## src/rtl/cam_tg_pkg.sv

```systemverilog
package cam_tg_pkg;

  typedef enum logic [2:0] {
    PH_VBLANK = 3'd0,
    PH_LEAD   = 3'd1,
    PH_LINE   = 3'd2,
    PH_HBLANK = 3'd3,
    PH_TRAIL  = 3'd4
  } phase_e;

  function automatic int unsigned max2(input int unsigned a, input int unsigned b);
    return (a > b) ? a : b;
  endfunction

endpackage

```

## src/rtl/cam_tg_count.sv

```systemverilog
// Falling-edge counter with synchronous clear and increment; exposes next value.
module cam_tg_count #(
  parameter int unsigned CNT_W = 4
) (
  input  logic             clk_i,
  input  logic             rst_i,
  input  logic             wrap_i,
  input  logic             inc_i,
  output logic [CNT_W-1:0] cnt_o,
  output logic [CNT_W-1:0] cnt_nxt_o
);

  always_comb begin
    if (wrap_i)     cnt_nxt_o = '0;
    else if (inc_i) cnt_nxt_o = cnt_o + 1'b1;
    else            cnt_nxt_o = cnt_o;
  end

  always_ff @(negedge clk_i) begin
    if (rst_i) cnt_o <= '0;
    else       cnt_o <= cnt_nxt_o;
  end

endmodule

```

## src/rtl/cam_tg_seq.sv

```systemverilog
// Frame sequencer: phase state, span counter (doubles as column) and row counter.
module cam_tg_seq
  import cam_tg_pkg::*;
#(
  parameter int unsigned ACT_W   = 640,
  parameter int unsigned ACT_H   = 480,
  parameter int unsigned H_BLANK = 160,
  parameter int unsigned V_BLANK = 45,
  parameter int unsigned GUARD   = 6,
  parameter int unsigned COL_W   = 10,
  parameter int unsigned ROW_W   = 9
) (
  input  logic             clk_i,
  input  logic             rst_i,
  output phase_e           phase_nxt_o,
  output logic [COL_W-1:0] col_nxt_o,
  output logic [ROW_W-1:0] row_nxt_o
);

  localparam int unsigned VB_LOW = V_BLANK - 2 * GUARD;

  phase_e           phase_q;
  phase_e           phase_d;
  logic [COL_W-1:0] span_q;
  logic [ROW_W-1:0] row_q;
  logic             span_last;
  logic             row_last;
  logic             row_clr;
  logic             row_inc;

  always_comb begin
    unique case (phase_q)
      PH_VBLANK: span_last = (span_q == COL_W'(VB_LOW - 1));
      PH_LEAD:   span_last = (span_q == COL_W'(GUARD - 1));
      PH_LINE:   span_last = (span_q == COL_W'(ACT_W - 1));
      PH_HBLANK: span_last = (span_q == COL_W'(H_BLANK - 1));
      PH_TRAIL:  span_last = (span_q == COL_W'(GUARD - 1));
      default:   span_last = 1'b1;
    endcase
  end

  assign row_last = (row_q == ROW_W'(ACT_H - 1));

  always_comb begin
    phase_d = phase_q;
    if (span_last) begin
      unique case (phase_q)
        PH_VBLANK: phase_d = PH_LEAD;
        PH_LEAD:   phase_d = PH_LINE;
        PH_LINE:   phase_d = row_last ? PH_TRAIL : PH_HBLANK;
        PH_HBLANK: phase_d = PH_LINE;
        PH_TRAIL:  phase_d = PH_VBLANK;
        default:   phase_d = PH_VBLANK;
      endcase
    end
  end

  assign row_clr = span_last && (phase_q == PH_LEAD);
  assign row_inc = span_last && (phase_q == PH_HBLANK);

  always_ff @(negedge clk_i) begin
    if (rst_i) phase_q <= PH_VBLANK;
    else       phase_q <= phase_d;
  end

  cam_tg_count #(.CNT_W(COL_W)) span_ctr_i (
    .clk_i     (clk_i),
    .rst_i     (rst_i),
    .wrap_i    (span_last),
    .inc_i     (1'b1),
    .cnt_o     (span_q),
    .cnt_nxt_o (col_nxt_o)
  );

  cam_tg_count #(.CNT_W(ROW_W)) row_ctr_i (
    .clk_i     (clk_i),
    .rst_i     (rst_i),
    .wrap_i    (row_clr),
    .inc_i     (row_inc),
    .cnt_o     (row_q),
    .cnt_nxt_o (row_nxt_o)
  );

  assign phase_nxt_o = phase_d;

endmodule

```

## src/rtl/cam_tg_out.sv

```systemverilog
// Falling-edge output registers, test pattern and pixel clock gate.
module cam_tg_out
  import cam_tg_pkg::*;
#(
  parameter int unsigned PIX_W = 10,
  parameter int unsigned COL_W = 10,
  parameter int unsigned ROW_W = 9
) (
  input  logic             clk_i,
  input  logic             rst_i,
  input  phase_e           phase_nxt_i,
  input  logic [COL_W-1:0] col_nxt_i,
  input  logic [ROW_W-1:0] row_nxt_i,
  output logic             pix_clk_o,
  output logic             fv_o,
  output logic             lv_o,
  output logic [PIX_W-1:0] data_o
);

  localparam int unsigned SUM_W = max2(COL_W, ROW_W) + PIX_W;

  logic [SUM_W-1:0] pat_sum;
  logic             run_q;
  logic             line_nxt;

  assign pat_sum  = SUM_W'(col_nxt_i) + SUM_W'(row_nxt_i);
  assign line_nxt = (phase_nxt_i == PH_LINE);

  always_ff @(negedge clk_i) begin
    if (rst_i) begin
      fv_o   <= 1'b0;
      lv_o   <= 1'b0;
      data_o <= '0;
      run_q  <= 1'b0;
    end else begin
      fv_o   <= (phase_nxt_i != PH_VBLANK);
      lv_o   <= line_nxt;
      data_o <= line_nxt ? pat_sum[PIX_W-1:0] : '0;
      run_q  <= 1'b1;
    end
  end

  // run_q only changes while the clock is low, so the gate cannot glitch.
  assign pix_clk_o = clk_i & run_q;

endmodule

```

## src/rtl/cam_timing_gen.sv

```systemverilog
module cam_timing_gen
  import cam_tg_pkg::*;
#(
  parameter int unsigned ACT_W   = 640,
  parameter int unsigned ACT_H   = 480,
  parameter int unsigned H_BLANK = 160,
  parameter int unsigned V_BLANK = 45,
  parameter int unsigned GUARD   = 6,
  parameter int unsigned PIX_W   = 10
) (
  input  logic             clk_i,
  input  logic             rst_i,
  output logic             pix_clk_o,
  output logic             frame_valid_o,
  output logic             line_valid_o,
  output logic [PIX_W-1:0] pix_data_o
);

  localparam int unsigned VB_LOW   = V_BLANK - 2 * GUARD;
  localparam int unsigned MAX_SPAN = max2(max2(ACT_W, H_BLANK), max2(VB_LOW, GUARD));
  localparam int unsigned COL_W    = $clog2(MAX_SPAN + 1);
  localparam int unsigned ROW_W    = $clog2(ACT_H + 1);

  phase_e           phase_nxt;
  logic [COL_W-1:0] col_nxt;
  logic [ROW_W-1:0] row_nxt;

  cam_tg_seq #(
    .ACT_W   (ACT_W),
    .ACT_H   (ACT_H),
    .H_BLANK (H_BLANK),
    .V_BLANK (V_BLANK),
    .GUARD   (GUARD),
    .COL_W   (COL_W),
    .ROW_W   (ROW_W)
  ) seq_i (
    .clk_i       (clk_i),
    .rst_i       (rst_i),
    .phase_nxt_o (phase_nxt),
    .col_nxt_o   (col_nxt),
    .row_nxt_o   (row_nxt)
  );

  cam_tg_out #(
    .PIX_W (PIX_W),
    .COL_W (COL_W),
    .ROW_W (ROW_W)
  ) out_i (
    .clk_i       (clk_i),
    .rst_i       (rst_i),
    .phase_nxt_i (phase_nxt),
    .col_nxt_i   (col_nxt),
    .row_nxt_i   (row_nxt),
    .pix_clk_o   (pix_clk_o),
    .fv_o        (frame_valid_o),
    .lv_o        (line_valid_o),
    .data_o      (pix_data_o)
  );

endmodule

```

## config.mk

```make
export PLATFORM = sky130hd
export DESIGN_NAME = cam_timing_gen
export DESIGN_NICKNAME = d
export VERILOG_FILES = /design/src/rtl/cam_tg_pkg.sv /design/src/rtl/cam_tg_count.sv /design/src/rtl/cam_tg_seq.sv /design/src/rtl/cam_tg_out.sv /design/src/rtl/cam_timing_gen.sv
export SDC_FILE = /design/constraint.sdc
export NUM_CORES = 1
export LEC_CHECK = 0
export ABC_AREA = 1
export BUFFER_PORTS_ARGS = -buffer_cell sky130_fd_sc_hd__buf_2
export CAP_MARGIN = 5
export CORE_MARGIN = 4
export CORE_UTILIZATION = 50
export DETAILED_ROUTE_END_ITERATION = 16
export PLACE_DENSITY = 0.68
export SETUP_SLACK_MARGIN = 0.1
export SYNTH_ARGS = -nofsm -noshare
export SYNTH_HDL_FRONTEND = slang
export SYNTH_SLANG_ARGS = --single-unit
```

## constraint.sdc

```tcl
create_clock -name clk_i -period 4.1 [get_ports clk_i]
set_input_delay 1.23 -clock clk_i [delete_from_list [all_inputs] [get_ports clk_i]]
set_output_delay 1.23 -clock clk_i [all_outputs]
set_load 0.01 [all_outputs]
```

==> qor.yml <==
flow_run:
  max_cap_viol_count: 0
placement:
  place_area_mm2: 0.002462
  port_buffers: 14
  placedCellCount: 410
  hpwl_um: 3909
  place_ws_ns: 0.1537
  routabilityCongestion: 0.9173
cts:
  ctsResizeCount: 2
  cts_tree: "yes"
  hold_buffers: 0
  path_clk_slew_ns: 0.03
  insertion_delay_ns: 0.47
  cts_setup_buffers: 0
sta:
  max_slew_margin_pct: 72.26
  setup_ws_ns: -0.1265
  drv_slew: 0
  hold_viol: 0
  rsz0062_at_grt: "true"
  clock_skew_ns: 0.01373
  setup_viol: 14
  worstMarginPinSlew_ns: 0.4143
global_routing:
  antenna_found_initial: 0
  grt_start_max_net_pins: 22
  grt_pass1_wl_um: 8949
  grt_usage_pct: 18.74
  grt.overflow.total: 0
  grt_pass1_vias: 2140
setup_path:
  cpMaxStageDelayCell: "dfxtp_1"
  start_kind: "flip-flop"
  rrSetupSlack_ns: 0.79
  worstSetupPathType: "reg -> out"
  path_max_fanout: 1
  worst_r2r_path_depth: 23
  path_cells: "nand2_1 -> inv_1 -> buf_2"
  r2r_start: "seq_i.phase_q[1]"
  r2r_end: "out_i.data_o[9]"
  cp-end-kind: "output port"
  slowest_delay_ns: 0.30
  worstPathRequired_ns: 2.87
  critPathBufInv: 2
  crit_family: "flip-flops"
  cp_data_arrival_time_ns: 3.00
  crit_start: "out_i.run_q"
final_layout:
  layout.cells.non_filler: 455
  final_core_util_pct: 61.74
  antenna_cells: 0
  syn2layout_area_growth_pct: 17.59
  fin_area_mm2: 0.002744
  fill_cells: 424
  fin_nets: 416
  drive_gt1_share_pct: 15.88
route:
  wl_per_cell_um: 11.16
  first_iter_violations: 141
  drc: 0
  wirelength_um: 5077
  dr.pass1.iters: 4
  vias: 2238
  viasPerCell: 4.919
  antenna_left: 0
logic_synthesis:
  synth_area_leaders: "dfxtp_1, nand2_1, inv_1"
  synth_cell_type_count: 32
  seq_area_frac_synth_pct: 30.03
  ys_warn_count: 0
  avgSynthCellArea_um2: 6.705
  async_flop_share_pct: 0
  synth_area_mm2: 0.002333
  ys_ff_latch: 35
  synth_flop_cell: "dfxtp_1"
  synth_nets: 362
  synth_edf_count: 0
  syn_inst: 348
  yosysTopAreaCellShare_pct: 30.03
  synth_area_leader_cell: "dfxtp_1"
hold_path:
  min_path_cells: 3
  min_to: "seq_i.row_ctr_i.cnt_o[0]"
  hold_class: "reg -> reg"
  holdCritStartpoint: "seq_i.row_ctr_i.cnt_o[0]"
die:
  io_pins: 15
  initial_core_util_pct: 52.51
  die-area_mm2: 0.005824
  rows: 24
  die_w_um: 76.32
  coreArea_mm2: 0.004444
  die_h_um: 76.32
power_and_ir_drop:
  pwr-share-comb_pct: 28.8
  p_switching_mw: 0.4991
  power.density_mw_per_mm2: 439.7
  clkPwrFrac_pct: 37.7
  seqPwrFrac_pct: 33.5
  intPower_mw: 0.7073
  swShare_pct: 41.37
  p_total_mw: 1.206
  p_leak_nw: 1.534
  peakVddDrop_mv: 0.2603
run_status:
  status: "finished with violations"
  violations: "setup timing"
==> Yosys cell counts (all sizes together) (2+ instances only) <==
library cell and number:
a21oi 3, buf 5, clkbuf 2, dfxtp 35
ha 11, inv 63, nand2 98, nand3 29
nand4 6, nor2 50, nor3 13, nor4 3
o21ai 7, o21bai 3, xnor2 2, xor2 10
==> layout make-up <==
class | count | area [um2] | share of cell area, %
repair buffers | 16 | 137.6 | 5.016
well taps | 52 | 65.06 | 2.371
inverters | 61 | 229.0 | 8.345
clock inverters | 39 | 148.9 | 5.426
clock buffers | 9 | 115.1 | 4.195
multi-input cells | 243 | 1343 | 48.93
flip-flops and latches | 35 | 705.7 | 25.72
==> placed cells by master (no fill, tap or decap), types with 4 or more instances in the layout <==
| cell | synthesis | layout |
|---|---|---|
| ha_1 | 11 | 11 |
| dfxtp_1 | 35 | 31 |
| inv_2 | 7 | 7 |
| buf_2 | 1 | 10 |
| nor3_1 | 13 | 13 |
| nor2_4 | 11 | 11 |
| nand4_1 | 6 | 6 |
| nand2_2 | 8 | 8 |
| nand2_1 | 90 | 90 |
| nor2_1 | 37 | 37 |
| o21ai_0 | 6 | 6 |
| buf_6 | 3 | 4 |
| inv_1 | 56 | 91 |
| xor2_1 | 10 | 10 |
| clkbuf_8 | 0 | 8 |
| nand3_2 | 4 | 4 |
| nand3_1 | 25 | 25 |
| dfxtp_2 | 0 | 4 |
==> flip-flops by register name (all words and copies together) (netlist names) <==
register	cells
seq_i.span_ctr_i.cnt_o	10
seq_i.phase_q	3
seq_i.row_ctr_i.cnt_o	9
out_i.lv_o	1
out_i.fv_o	1
out_i.run_q	1
out_i.data_o	10
==> worst max path at each step <==
stage	slack (ns)	to	cells after the start
detailed placement	0.15	out_i.data_o[8]	5
floorplan	0.31	seq_i.span_ctr_i.cnt_o[4]	2
global placement	0.17	out_i.data_o[8]	5
finish	-0.13	pix_clk_o	3
CTS	-0.15	pix_clk_o	3
global route	-0.18	pix_clk_o	3
==> per-layer routing <==
layer | global-route usage [%] | vias up | routed length [um]
met2 | 29.26 | 25 | 2413
met5 | 0 | - | 0
met4 | 9.058 | 0 | 70
met3 | 7.920 | 9 | 143
met1 | 22.06 | 1014 | 2449
li1 | - | 1190 | -
==> logic make-up after synthesis <==
group | after synthesis | share of synthesized area, %
simple gates | 200 | 41.02
buf+inv | 70 | 12.44
flops | 35 | 30.03
compound gates | 19 | 5.255
xor+xnor | 12 | 4.504
fa+ha+maj | 12 | 6.756
==> worst register-to-register path: cells and delay by family, from the launching register on <==
family | cells | cell delay, ns
AOI/OAI and AO/OA | 4 | 0.50
adders and majority gates | 1 | 0.33
DFF | 1 | 0.53
and+or+nand+nor | 14 | 1.49
buffers and inverters | 4 | 0.36
==> metrics by stage <==
stage	TNS, ns	hold slack (ns)
after floorplan	0	0.5213
after global placement	0	0.5897
after detailed placement	0	0.5731
after CTS	-1.035	0.5786
after global routing	-1.374	0.6307
final	-0.8286	0.5779
==> power groups by stage <==
stage	combinational [mW]	clock (mW)	sequential (mW)
global route	0.403	0.511	0.407
global placement	0.347	0.0652	0.408
detailed placement	0.351	0.0652	0.407
CTS	0.352	0.473	0.403
finish	0.347	0.455	0.404
floorplan	0.307	0.0609	0.398
Note: power is estimated with default switching activity, not from simulation.
